[src/rtl/link_integrity_mon_pkg.sv]
package link_integrity_mon_pkg;

    typedef enum logic [1:0] {
        LNK_DOWN  = 2'd0,
        LNK_READY = 2'd1,
        LNK_UP    = 2'd2
    } lnk_state_e;

endpackage

[src/rtl/link_qual_timer.sv]
module link_qual_timer #(
    parameter int QUAL_CYCLES = 8250
) (
    input  logic clk,
    input  logic rst_n,
    input  logic sig_valid,
    output logic qual_done
);
    localparam int CW = $clog2(QUAL_CYCLES + 1);
    localparam logic [CW-1:0] LAST = CW'(QUAL_CYCLES - 1);

    typedef struct packed {
        logic [CW-1:0] run;
    } tmr_t;

    tmr_t tmr_d, tmr_q;

    always_comb begin
        tmr_d = tmr_q;
        if (!sig_valid) begin
            tmr_d.run = '0;
        end else if (tmr_q.run != LAST) begin
            tmr_d.run = tmr_q.run + 1'b1;
        end
        qual_done = sig_valid && (tmr_q.run == LAST);
    end

    always_ff @(posedge clk or negedge rst_n) begin
        if (!rst_n) tmr_q <= '0;
        else        tmr_q <= tmr_d;
    end

    // the run count saturates at its terminal value
    p_no_overflow_r2: assert property (@(posedge clk) disable iff (!rst_n)
        tmr_q.run <= LAST);

endmodule

[src/rtl/link_state_core.sv]
module link_state_core
    import link_integrity_mon_pkg::*;
(
    input  logic       clk,
    input  logic       rst_n,
    input  logic       sig_valid,
    input  logic       qual_done,
    input  logic       aneg_on,
    input  logic       aneg_grant,
    output lnk_state_e state,
    output logic       up_next,
    output logic       up_q
);
    typedef struct packed {
        lnk_state_e st;
        logic       up;
    } core_t;

    core_t core_d, core_q;

    always_comb begin
        core_d = core_q;
        if (!sig_valid) begin
            core_d.st = LNK_DOWN;
        end else begin
            unique case (core_q.st)
                LNK_DOWN: begin
                    if (qual_done) core_d.st = aneg_on ? LNK_READY : LNK_UP;
                end
                LNK_READY: begin
                    if (!aneg_on || aneg_grant) core_d.st = LNK_UP;
                end
                LNK_UP:  core_d.st = LNK_UP;
                default: core_d.st = LNK_DOWN;
            endcase
        end
        core_d.up = (core_d.st == LNK_UP);
    end

    always_ff @(posedge clk or negedge rst_n) begin
        if (!rst_n) core_q <= '{st: LNK_DOWN, up: 1'b0};
        else        core_q <= core_d;
    end

    assign state   = core_q.st;
    assign up_q    = core_q.up;
    assign up_next = core_d.up;

    // loss of valid always lands in the down state
    p_drop_r5: assert property (@(posedge clk) disable iff (!rst_n)
        !sig_valid |=> (core_q.st == LNK_DOWN));

    // ready waits while negotiation is on and no grant is seen
    p_wait_grant_r3: assert property (@(posedge clk) disable iff (!rst_n)
        (core_q.st == LNK_READY && sig_valid && aneg_on && !aneg_grant)
        |=> (core_q.st == LNK_READY));

    // down is left only on a qualifying edge
    p_hold_down_r2: assert property (@(posedge clk) disable iff (!rst_n)
        (core_q.st == LNK_DOWN && !qual_done) |=> (core_q.st == LNK_DOWN));

endmodule

[src/rtl/link_status_out.sv]
module link_status_out (
    input  logic clk,
    input  logic rst_n,
    input  logic mode_10m,
    input  logic link_10m,
    input  logic up_next,
    output logic link_up
);
    typedef struct packed {
        logic link;
    } sts_t;

    sts_t sts_d, sts_q;

    always_comb begin
        sts_d      = sts_q;
        sts_d.link = mode_10m ? link_10m : up_next;
    end

    always_ff @(posedge clk or negedge rst_n) begin
        if (!rst_n) sts_q <= '0;
        else        sts_q <= sts_d;
    end

    assign link_up = sts_q.link;

    // in 10BASE-T mode the reported status tracks the 10 Mb/s indication
    p_ten_follow_r7: assert property (@(posedge clk) disable iff (!rst_n)
        mode_10m |=> (link_up == $past(link_10m)));

endmodule

[src/rtl/link_integrity_mon.sv]
module link_integrity_mon
    import link_integrity_mon_pkg::*;
#(
    parameter int QUAL_CYCLES = 8250
) (
    input  logic clk,
    input  logic rst_n,
    input  logic sig_valid,
    input  logic aneg_on,
    input  logic aneg_grant,
    input  logic mode_10m,
    input  logic link_10m,
    output logic link_up,
    output logic trx_en
);
    logic       qual_done;
    logic       up_next;
    logic       up_q;
    lnk_state_e state;

    link_qual_timer #(.QUAL_CYCLES(QUAL_CYCLES)) u_timer (
        .clk       (clk),
        .rst_n     (rst_n),
        .sig_valid (sig_valid),
        .qual_done (qual_done)
    );

    link_state_core u_core (
        .clk        (clk),
        .rst_n      (rst_n),
        .sig_valid  (sig_valid),
        .qual_done  (qual_done),
        .aneg_on    (aneg_on),
        .aneg_grant (aneg_grant),
        .state      (state),
        .up_next    (up_next),
        .up_q       (up_q)
    );

    link_status_out u_status (
        .clk      (clk),
        .rst_n    (rst_n),
        .mode_10m (mode_10m),
        .link_10m (link_10m),
        .up_next  (up_next),
        .link_up  (link_up)
    );

    assign trx_en = up_q;

    // the datapath enable is never high after an edge that saw valid low
    p_trx_needs_valid_r6: assert property (@(posedge clk) disable iff (!rst_n)
        trx_en |-> $past(sig_valid));

    // the enable matches the machine's up state
    p_trx_state_r6: assert property (@(posedge clk) disable iff (!rst_n)
        trx_en == (state == LNK_UP));

    // outputs are clear while reset is held
    always_comb begin
        if (!rst_n) begin
            a_reset_r1: assert (!(state == LNK_UP));
        end
    end

endmodule

[config.mk]
export PLATFORM = sky130hd
export DESIGN_NAME = link_integrity_mon
export DESIGN_NICKNAME = d
export VERILOG_FILES = /design/src/rtl/link_integrity_mon_pkg.sv /design/src/rtl/link_qual_timer.sv /design/src/rtl/link_state_core.sv /design/src/rtl/link_status_out.sv /design/src/rtl/link_integrity_mon.sv
export SDC_FILE = /design/constraint.sdc
export NUM_CORES = 1
export LEC_CHECK = 0
export BUFFER_PORTS_ARGS = -buffer_cell sky130_fd_sc_hd__buf_2
export CAP_MARGIN = 20
export CORE_MARGIN = 1
export CORE_UTILIZATION = 45
export CTS_BUF_LIST = sky130_fd_sc_hd__clkbuf_8 sky130_fd_sc_hd__clkbuf_16
export DETAILED_ROUTE_END_ITERATION = 10
export GPL_TIMING_DRIVEN = 0
export PLACE_DENSITY = 0.64
export SLEW_MARGIN = 10
export SYNTH_ARGS = -nofsm -noshare
export SYNTH_HDL_FRONTEND = slang
export SYNTH_SLANG_ARGS = --single-unit
[constraint.sdc]
create_clock -name clk -period 2.1 [get_ports clk]
set_clock_uncertainty 0.2 [all_clocks]
set_input_delay 0.21 -clock clk [delete_from_list [all_inputs] [get_ports clk]]
set_output_delay 0.21 -clock clk [all_outputs]
set_load 0.005 [all_outputs]
# == After elaboration in Yosys (flattened, before gate mapping) ==
# Cells that the tools add are included.
# W data, S select, Z words.
# classes
addsub,1
n_mul,0
div_mod_pow,0
order_cmp,0
eq_ne,6
shift,0
muxes,8
n_bitwise,0
reduce_logical,4
# ops
op,n
$mux W14,2
$add A14 B1 Y14 const B,1
$eq A14 B14 Y1 const B,1
$ne A14 B14 Y1 const B,1
$mux W2,4
$pmux W2 S3,1
$eq A2 B2 Y1 const B,2
$eq A2 B1 Y1 const B,1
$logic_not A2 Y1,1
$ne A2 B1 Y1 const B,1
$logic_and A1 B1 Y1,1
$logic_not A1 Y1,1
$logic_or A1 B1 Y1,1
$mux W1,1
# word_totals
regBits,18
latch_bits,0
ramBits,0
romBits,0
inputBits,7
output_inout_bits,2
elab_cells,23
mem_count,0

# == Depth between registers and ports, before layout ==
# Gate-level depths: netlist (run 1).
# logic_depth
ltp_word,7
mapped_depth,6
depth_no_buf,6

# == Cells and area by module ==
# From an unflattened synthesis (run 1), not the netlist that was laid out.
# hier_totals
hier_cells,95
area_unflattened_um2,959.7
# by_module_without_submodules
module,instances,cells_per_inst,area_per_inst_um2,seq_area_each_um2
link_qual_timer,1,81,778.2,350.3
link_state_core,1,12,141.4,75.1
link_status_out,1,2,40.0,25.0

# == Worst setup path after synthesis (run 1) ==
# OpenSTA, ideal clock, no wires.
# synth_timing
kind,register to register
startpoint,reg u_timer.tmr_q[3] (netlist bit)
endpoint,reg u_timer.tmr_q[13] (netlist bit)
setup_time_ns,0.078
arrival_time_ns,1.481
required_ns,1.822
path_slack_ns,0.341
stages_incl_launch_ff,6
path_buffers,1
synth_period_minus_slack_ns,1.759
path_cell_list,dfrtp_1 > nand3_2 > or2_1 > clkbuf_2 > or4_1 > a21boi_1
# synth_between
elab_chain_len,3
elab_cells_between_ends,5
cone_classes,1 x add/sub; 2 x eq/ne; 2 x mux
# synth_lines
item,line_no,source
from (decl),link_qual_timer.sv:16,"tmr_t tmr_d, tmr_q;"
from (signal assigned),link_qual_timer.sv:30,else tmr_q <= tmr_d;
$add A14 B1 Y14,link_qual_timer.sv:23,tmr_d.run = tmr_q.run + 1'b1;
$mux W14,link_qual_timer.sv:22,end else if (tmr_q.run != LAST) begin
$mux W14,link_qual_timer.sv:20,if (!sig_valid) begin
# Parallel ways exist; a longest one is shown, timed or not. The select of a mux whose other input is x is not followed.
# A chain may end at the register's enable or synchronous reset.

# == Final worst setup path (run 1) ==
# Ends and elaborated chain as after synthesis.

==> results of run 1 <==
cells by family (layout without fill, tap and decap cells):
family,after synthesis,in the layout
buffers and inverters,5,20
AND/OR/NAND/NOR,43,43
multiplexers,2,2
AO/OA/AOI/OAI,13,13
adder cells (fa/ha/maj),2,2
flip-flops,18,18
XOR/XNOR,8,8
report_power, final:
| group | leakage [nW] | total (mW) | switching, mW | internal, mW |
|---|---|---|---|---|
| clock network | 0.0288 | 0.284 | 0.117 | 0.167 |
| logic | 0.201 | 0.0409 | 0.0219 | 0.0190 |
| registers | 0.248 | 0.359 | 0.00668 | 0.352 |
| total | 0.478 | 0.684 | 0.146 | 0.538 |
repair_timing:
item	in CTS	in global routing
resized for setup	0	0
endpoints found under the hold margin	20	0
hold buffers	3	0
cells in the final DEF (no fill, tap or decap), drive strengths merged:
master / count
nand4: 1
inv: 2
clkbuf: 7
nor4: 3
nand2b: 3
dfrtp: 18
or2: 1
and3: 2
o31a: 1
o21ai: 3
nor2b: 1
buf: 8
or3: 1
o41ai: 1
dlygate4sd3: 3
o2bb2ai: 2
xnor2: 5
or4: 1
o211a: 1
ha: 2
and2: 8
nand3b: 1
nand2: 8
nand3: 7
o21a: 1
mux2: 2
nor3: 4
o31ai: 1
a21boi: 2
nand4b: 2
xor2: 3
o311ai: 1
registers in the layout (all words and copies together) (netlist names):
signal,flops
u_timer.tmr_q,14
u_core.state,2
u_core.up_q,1
u_status.link_up,1
layer usage:
layer,track usage,part of all wire
met1,0.2629,0.48
met2,0.2932,0.46
met3,0.09057,0.042
met4,0.07778,0.011
met5,0,0
worst min path at each step:
stage / from / to / slack, ns
after floorplan: rst_n / u_core.state[0] / -0.29
after global placement: rst_n / u_status.link_up / -0.04
after detailed placement: rst_n / u_timer.tmr_q[4] / -0.04
after global routing: mode_10m / u_status.link_up / 0.005
after CTS: mode_10m / u_status.link_up / 0.01
final: mode_10m / u_status.link_up / 0.009
cell type report:
class | count | area [sq um] | share of cell area
plain buffers | 3 | 12.51 | 0.01140
repair buffers | 11 | 70.07 | 0.06385
flip-flops and latches | 18 | 450.4 | 0.4105
clock buffers | 4 | 55.05 | 0.05017
inverters | 2 | 7.507 | 0.006842
multi-input cells | 68 | 467.9 | 0.4265
well taps | 27 | 33.78 | 0.03079
==> metrics, run 1 <==
setup repair after global routing missed its margin=false; mean instance size in the synthesized netlist=10.31 sq um; total instance count after detailed placement=126; final critical path time including I/O delays and setup=1.926 ns; Total Routing Usage GR=0.2014; hold path cells=2; adder-cell share of the synthesized area=0.02667; count of unique library cells instantiated by Yosys=34; post-synthesis cell type with the largest combined area=sky130_fd_sc_hd__dfrtp_1; post-route fraction of the period consumed by the critical path=0.9170; max cap viols=0; Design Area, Final=1097 sq um; Achievable Freq=519.3 MHz; Sinks on Clock Net=18; count of placed standard cells in the final layout, fillers left out=133; synthesized-area fraction occupied by ao, oa, aoi and oai cells=0.1067; count of flip-flops with a built-in enable after synthesis=0; cell count after synthesis=91; cell with the largest stage delay on the worst path=sky130_fd_sc_hd__or4_1; wire length of the first global-routing pass=2.953 mm; xor-xnor portion of the synthesized cell area=0.07467; worst setup path startpoint=u_timer.tmr_q[3]; PD cells=623.3 nW/um^2; total power=683.9 uW; library cell with the highest instance count after synthesis=sky130_fd_sc_hd__dfrtp_1; number of nets still failing antenna checks after routing=0; Die Area=2272 sq um; largest net degree at the start of global routing=19; total global routing overflow=0; Clk Latency, worst-skew pair=0.26 ns; placed instance area=1012 sq um; buffer depth of the longest clock path=2; worst path buffer plus inverter count=1; CTS H-tree lvls=1; critical path peak fanout=6; warnings from Yosys=0; final critical-path setup slack=0.1743 ns; first-iteration detailed-routing DRC count=5; Critical Path AT=1.91 ns; vias after detailed routing=706; Nets=116; timing endpoint of the critical path=u_timer.tmr_q[13]; width of the die=47.67 um; endpoint class of the critical path=register; Worst Path Required=2.08 ns; Seq cells post-synth=18; source of the worst register-to-register timing path=u_timer.tmr_q[3]; flop-to-flop setup slack=0.17 ns; initial standard-cell utilization of the core=0.4783; final WL=1.804 mm; Final Wtd Congestion=0.7339; leakage=0.4776 nW; Placeable Area=1962 sq um; combinational family with the most area after synthesis=simple AND/OR/NAND/NOR gates; Fin. Hold Viols=0; result of the run=finished clean; boundary pin count=9; share of synthesized flip-flops with an asynchronous set or reset=1.000; Fill cells=194; Post-Synth Simple-Gate Area=0.2667; antenna violations before repair=0; final hold slack=0.008634 ns; Max-slew headroom=0.7230; number of port buffers=8; Die Y=47.67 um; cell chain of the critical path=nand3_2 -> or2_1 -> clkbuf_2 -> or4_1 -> a21boi_1; R2R cell count=5; cell family with the largest share of critical-path delay=simple AND/OR/NAND/NOR gates; Worst path depth=5; final core utilization=0.5593; sequential share of the synthesized area=0.4800; Critical Setup Path Class=reg -> reg; largest cells by area after synthesis=sky130_fd_sc_hd__dfrtp_1 48%, sky130_fd_sc_hd__and2_1 5.3%, sky130_fd_sc_hd__xnor2_1 4.7%, sky130_fd_sc_hd__nand3_1 3.2%, sky130_fd_sc_hd__nand2_1 3.2%; Post-Synthesis Net Count=100; clock-pin slew on the worst setup and hold paths=0.07 ns; type of the tightest min-delay check=in -> reg; DP Worst Slack=0.1967 ns; Reg2Reg Capture Point=u_timer.tmr_q[13]; number of iterations in the first detailed-routing pass=4; via count of the first global-routing pass=659; # Post-CTS Setup Buffers=0; area added between synthesis and finish=16.93%; root buf cell=sky130_fd_sc_hd__clkbuf_8; average wire per standard cell=13.56 um; Final TNS setup=0 ns; Post-synth top cells=18 x sky130_fd_sc_hd__dfrtp_1, 8 x sky130_fd_sc_hd__and2_1, 8 x sky130_fd_sc_hd__nand2_1; cts bufs inserted=3; HPWL Detailed=1.243 mm; via density per instance=5.308; remaining design rule violation count=0; maximum VDD drop=468.8 uV; transition time at the pin with the least slew margin=0.4155 ns; CTS tree=done; highest cell delay on the worst timing path=0.50 ns; number of core rows=16; layout cell share with drive strength beyond 1=0.1792; most used flip-flop cell after synthesis=sky130_fd_sc_hd__dfrtp_1; nature of the critical path startpoint=register; Final Setup Violations=0; Syn Std Cell Area=938.4 sq um; post-synthesis mux area share=0.02400; ANT cells=0; fraction of post-synthesis cell area in the top cell type by area=0.4800; final number of max-transition violations=0
Power figures use the tool's default switching activity.
==> run 2: changes to the inputs <==
--- a/config.mk
+++ b/config.mk
@@ -5,6 +5,7 @@
 export SDC_FILE = /design/constraint.sdc
 export NUM_CORES = 1
 export LEC_CHECK = 0
+export ABC_AREA = 1
 export BUFFER_PORTS_ARGS = -buffer_cell sky130_fd_sc_hd__buf_2
 export CAP_MARGIN = 20
 export CORE_MARGIN = 1
==> metrics, run 2 <==
final critical-path setup slack=0.4759 ns; final hold slack=0.02511 ns; leading cell types in the layout, fill and taps excluded=21 x sky130_fd_sc_hd__nand2_1, 18 x sky130_fd_sc_hd__dfrtp_1, 16 x sky130_fd_sc_hd__nor2_1; transition time at the pin with the least slew margin=0.4258 ns; Nets=142; cell count after synthesis=117; Max-slew headroom=0.7161; most flop-heavy register=u_timer.tmr_q; fraction of post-synthesis cell area in the top cell type by area=0.4737; Die Area=2301 sq um; max reg flops=14; vias after detailed routing=747; leakage=0.5328 nW; most common cell after layout, fill and taps aside=sky130_fd_sc_hd__nand2_1; routed length on met3=29 um; average wire per standard cell=11.34 um; boundary pin count=9; CTS H-tree lvls=1; Die Y=47.97 um; Sinks on Clock Net=18; number of nets still failing antenna checks after routing=0; Final Setup Violations=0; CTS tree=done; uppermost signal routing layer after detailed routing=met4; width of the die=47.97 um; final number of max-transition violations=0; largest net degree at the start of global routing=19; share of synthesized flip-flops with an asynchronous set or reset=1.000; total global routing overflow=0; antenna violations before repair=0; Final Wtd Congestion=0.8542; mean instance size in the synthesized netlist=8.127 sq um; Critical Setup Path Class=reg -> reg; Total Routing Usage GR=0.1808; cts bufs inserted=3; sequential share of the synthesized area=0.4737; PD cells=618.6 nW/um^2; Fin. Hold Viols=0; count of unique library cells instantiated by Yosys=23; ANT cells=0; initial standard-cell utilization of the core=0.4798; Placeable Area=1982 sq um; Seq cells post-synth=18; nature of the critical path startpoint=register; layout cell share with drive strength beyond 1=0.2121; via density per instance=4.698; clock-pin slew on the worst setup and hold paths=0.07 ns; area of the multi-input gates=441.7 sq um; setup repair after global routing missed its margin=false; number of iterations in the first detailed-routing pass=4; Final TNS setup=0 ns; Syn Std Cell Area=950.9 sq um; final critical path time including I/O delays and setup=1.624 ns; root buf cell=sky130_fd_sc_hd__clkbuf_8; library cell with the highest instance count after synthesis=sky130_fd_sc_hd__nand2_1; critical path peak fanout=4; Critical Path AT=1.58 ns; buffer depth of the longest clock path=2; endpoint class of the critical path=register; area occupied by registers=450.4 sq um; max cap viols=0; Post-synth top cells=21 x sky130_fd_sc_hd__nand2_1, 18 x sky130_fd_sc_hd__dfrtp_1, 16 x sky130_fd_sc_hd__nor2_1; maximum VDD drop=420.7 uV; via count of the first global-routing pass=630; Worst Path Required=2.06 ns; post-route fraction of the period consumed by the critical path=0.7734; Clk Latency, worst-skew pair=0.25 ns; Post-Synthesis Net Count=126; wire length of the first global-routing pass=2.760 mm; area added between synthesis and finish=16.71%; DP Worst Slack=0.4651 ns; most used flip-flop cell after synthesis=sky130_fd_sc_hd__dfrtp_1; HPWL Detailed=1.321 mm; post-synthesis cell type with the largest combined area=sky130_fd_sc_hd__dfrtp_1; final WL=1.803 mm; count of flip-flops with a built-in enable after synthesis=0; Achievable Freq=615.7 MHz; largest cells by area after synthesis=sky130_fd_sc_hd__dfrtp_1 47%, sky130_fd_sc_hd__nand2_1 8.3%, sky130_fd_sc_hd__nor2_1 6.3%, sky130_fd_sc_hd__a21oi_1 5.3%, sky130_fd_sc_hd__inv_1 4.3%; met1 WL=907 um; type of the tightest min-delay check=in -> reg; number of core rows=16; first-iteration detailed-routing DRC count=9; remaining design rule violation count=0; number of port buffers=8; warnings from Yosys=0; result of the run=finished clean; amount of wire on met2 after detailed routing=838 um; Fill cells=183
[run 2: cell types whose count changed after synthesis, sizes merged, moves of 5 or more]
cell	previous run	this run
o21ai	3	8
inv	2	13
xnor2	5	0
a21oi	0	11
nor2	0	19
and2	8	0
nand2	8	26
[run 2: cell families (layout without fill, tap and decap cells)]
family | count (synthesis) | in the layout | share of synthesized area
AND/OR/NAND/NOR | 62 | 62 | 0.3250
adder cells (fa/ha/maj) | 2 | 2 | 0.02631
XOR/XNOR | 1 | 1 | 0.009212
flip-flops | 18 | 18 | 0.4737
AO/OA/AOI/OAI | 19 | 19 | 0.1039
buffers and inverters | 15 | 30 | 0.06184
[run 2: area by class of cell]
type / instances / share of cell area
Multi-Input combinational cell: 84 / 0.3980
Clock buffer: 4 / 0.04961
Inverter: 14 / 0.04848
Tap cell: 27 / 0.03044
Buffer: 1 / 0.004510
Timing Repair Buffer: 11 / 0.06313
Sequential cell: 18 / 0.4059
[run 2: worst max-delay path: stages (launching register included)]
cell and delay [ns]:
sky130_fd_sc_hd__dfrtp_1 0.43, sky130_fd_sc_hd__inv_1 0.07, sky130_fd_sc_hd__ha_1 0.15, sky130_fd_sc_hd__nand2_1 0.06, sky130_fd_sc_hd__inv_1 0.05, sky130_fd_sc_hd__nand2_1 0.05
sky130_fd_sc_hd__nor2_1 0.12, sky130_fd_sc_hd__nand2_1 0.12, sky130_fd_sc_hd__a21oi_1 0.13, sky130_fd_sc_hd__or2_1 0.10, sky130_fd_sc_hd__inv_1 0.03
[run 2: stage by stage]
stage               area [sq um]  power (mW)  utilization  cells
floorplan                  950.9      0.3827            -    117
global placement            1025      0.4028       0.5170    152
detailed placement          1025      0.4043       0.5170    152
CTS                         1110      0.6983       0.5600    159
global route                1110      0.7170       0.5600    159
finish                      1110      0.6865       0.5600    159
[run 2: timing repair]
item | in CTS | in global routing
buffers inserted | 0 | 0
gates resized for setup | 0 | 0
hold buffers | 3 | 0
hold endpoints to repair | 19 | 0
[run 2: worst paths after layout]
kind / from / to / slack (ns) / cells after the start
min in group asynchronous: rst_n / u_timer.tmr_q[12] / 0.22 / 2
hold reg to reg: u_timer.tmr_q[5] / u_timer.tmr_q[5] / 0.33 / 1
setup reg to reg: u_timer.tmr_q[1] / u_timer.tmr_q[2] / 0.48 / 10
hold / removal: mode_10m / u_status.link_up / 0.03 / 4
setup / recovery: u_timer.tmr_q[1] / u_timer.tmr_q[2] / 0.48 / 10
max in group asynchronous: rst_n / u_timer.tmr_q[7] / 1.19 / 2
[run 2: power by group]
| part | switching [mW] | internal (mW) |
|---|---|---|
| clock | 0.119 | 0.167 |
| combinational | 0.0250 | 0.0171 |
| sequential | 0.00702 | 0.352 |
[run 2: per-layer routing]
layer,up-vias,global-route usage
met2,5,0.2649
li1,403,-
met1,335,0.2570
met5,-,0
met4,0,0.08333
met3,4,0.03396
==> run 3: changes to the inputs <==
==> constraint.sdc (replaced) <==
create_clock -name clk -period 1.6 [get_ports clk]
set_clock_uncertainty 0.2 [all_clocks]
set_input_delay 0.16 -clock clk [delete_from_list [all_inputs] [get_ports clk]]
set_output_delay 0.16 -clock clk [all_outputs]
set_load 0.005 [all_outputs]
==> metrics, run 3 (synthesis results as in run 2) <==
result of the run=finished clean; power share of the clock group=0.405; number of port buffers=8; Clk Latency, worst-skew pair=0.25 ns; leakage=0.5944 nW; critical path peak fanout=3; nature of the critical path startpoint=register; final core utilization=0.6275; antenna violations before repair=0; number of nets still failing antenna checks after routing=0; final WL=2.044 mm; largest net degree at the start of global routing=19; Achievable Freq=634.5 MHz; Final Setup Violations=0; via density per instance=4.893; Sinks on Clock Net=18; layout cell share with drive strength beyond 1=0.3169; source of the worst register-to-register timing path=u_timer.tmr_q[1]; leading cell types in the layout, fill and taps excluded=19 x sky130_fd_sc_hd__nand2_1, 18 x sky130_fd_sc_hd__dfrtp_1, 15 x sky130_fd_sc_hd__nor2_1; share of total power in sequential cells=0.506; type of the tightest min-delay check=in -> async; vias after detailed routing=827; Placeable Area=1982 sq um; initial standard-cell utilization of the core=0.4798; boundary pin count=9; first-iteration detailed-routing DRC count=20; most common cell after layout, fill and taps aside=sky130_fd_sc_hd__nand2_1; Max-slew headroom=0.7164; Power Internal=719.3 uW; CTS H-tree lvls=1; post-route fraction of the period consumed by the critical path=0.9851; Worst Path Required=1.59 ns; R2R cell count=10; HPWL Detailed=1.321 mm; width of the die=47.97 um; final hold slack=0.1658 ns; number of iterations in the first detailed-routing pass=4; via count of the first global-routing pass=668; Reg2Reg Capture Point=u_core.state[0]; maximum VDD drop=551.3 uV; count of placed standard cells in the final layout, fillers left out=169; flop-to-flop setup slack=0.02 ns; Total Routing Usage GR=0.1941; total instance count after detailed placement=152; final critical-path setup slack=0.02388 ns; wire length of the first global-routing pass=2.960 mm; most flop-heavy register=u_timer.tmr_q; timing endpoint of the critical path=u_core.state[0]; Critical Setup Path Class=reg -> reg; PD cells=746.6 nW/um^2; average wire per standard cell=12.09 um; endpoint class of the critical path=register; Nets=152; Fin. Hold Viols=0; setup repair after global routing missed its margin=true; Critical Path AT=1.57 ns; DP Worst Slack=-0.03488 ns; Design Area, Final=1244 sq um; number of core rows=16; remaining design rule violation count=0; transition time at the pin with the least slew margin=0.4254 ns; ANT cells=0; Die Area=2301 sq um; root buf cell=sky130_fd_sc_hd__clkbuf_8; switching power total=209.1 uW; total power=928.5 uW; power share of the combinational group=0.089; Final TNS setup=0 ns; Final Wtd Congestion=0.8542; max reg flops=14; placed instance area=1025 sq um; clock-pin slew on the worst setup and hold paths=0.07 ns; CTS tree=done; final critical path time including I/O delays and setup=1.576 ns; area added between synthesis and finish=30.79%; buffer depth of the longest clock path=2; final number of max-transition violations=0; worst setup path startpoint=u_timer.tmr_q[1]; total global routing overflow=0; max cap viols=0; Die Y=47.97 um; cts bufs inserted=3; Sw Share=0.2253
## run 3: cell types whose count changed in the layout (fill, tap and decap cells not counted), moves of 2 or more
cell / previous run / this run
sky130_fd_sc_hd__a21oi_1: 10 / 8
sky130_fd_sc_hd__o21ai_0: 5 / 3
sky130_fd_sc_hd__a21oi_2: 1 / 3
sky130_fd_sc_hd__dlygate4sd3_1: 3 / 7
sky130_fd_sc_hd__nand2_1: 21 / 19
sky130_fd_sc_hd__ha_1: 2 / 0
sky130_fd_sc_hd__buf_4: 0 / 6
sky130_fd_sc_hd__nand3_2: 1 / 4
sky130_fd_sc_hd__nand3_1: 6 / 3
sky130_fd_sc_hd__ha_2: 0 / 2
## run 3: worst min-delay path by stage
stage | from | slack [ns] | to
2_1_floorplan | rst_n | -0.34 | u_core.state[0]
3_3_place_gp | rst_n | -0.08 | u_timer.tmr_q[12]
3_5_place_dp | rst_n | -0.08 | u_timer.tmr_q[12]
4_1_cts | rst_n | 0.17 | u_timer.tmr_q[11]
5_1_grt | rst_n | 0.24 | u_timer.tmr_q[8]
6_report | rst_n | 0.17 | u_timer.tmr_q[12]
## run 3: repair_timing
action,in CTS,in global routing
pin swaps,1,2
setup buffers,3,3
gates resized for setup,1,14
endpoints found under the setup margin,4,12
endpoints found under the hold margin,21,0
hold buffers,7,0
## run 3: area by class of cell
cell class,count,area [sq um]
Inverter,14,53.80
Timing Repair Buffer,21,155.1
Tap cell,27,33.78
Fill cell,166,738.2
Sequential cell,18,450.4
Buffer,1,5.005
Clock buffer,4,55.05
Multi-Input combinational cell,84,490.5
## run 3: power groups by stage
stage	Clock (mW)	Combinational, mW	Sequential, mW
after floorplan	0	0.0245	0.478
after global placement	0	0.0501	0.479
after detailed placement	0	0.0503	0.480
after CTS	0.389	0.0752	0.469
after global routing	0.403	0.0925	0.471
final	0.376	0.0828	0.470
## run 3: metal layers
metal / track usage / wire length [um] / vias up / share of wire
met5: 0 / 0 / - / 0
met2: 0.2865 / 1004 / 15 / 0.49
li1: - / - / 428 / -
met3: 0.03396 / 49 / 4 / 0.024
met4: 0.08333 / 27 / 0 / 0.013
met1: 0.2780 / 962 / 380 / 0.47
## run 3: critical path, stage by stage, from the launching register on
cell	delay [ns]
sky130_fd_sc_hd__dfrtp_1	0.41
sky130_fd_sc_hd__inv_1	0.07
sky130_fd_sc_hd__ha_2	0.17
sky130_fd_sc_hd__nand2_1	0.06
sky130_fd_sc_hd__inv_1	0.07
sky130_fd_sc_hd__nand2_2	0.06
sky130_fd_sc_hd__nor2_4	0.10
sky130_fd_sc_hd__nand2_2	0.08
sky130_fd_sc_hd__inv_2	0.10
sky130_fd_sc_hd__nand3_2	0.07
sky130_fd_sc_hd__a21oi_2	0.13
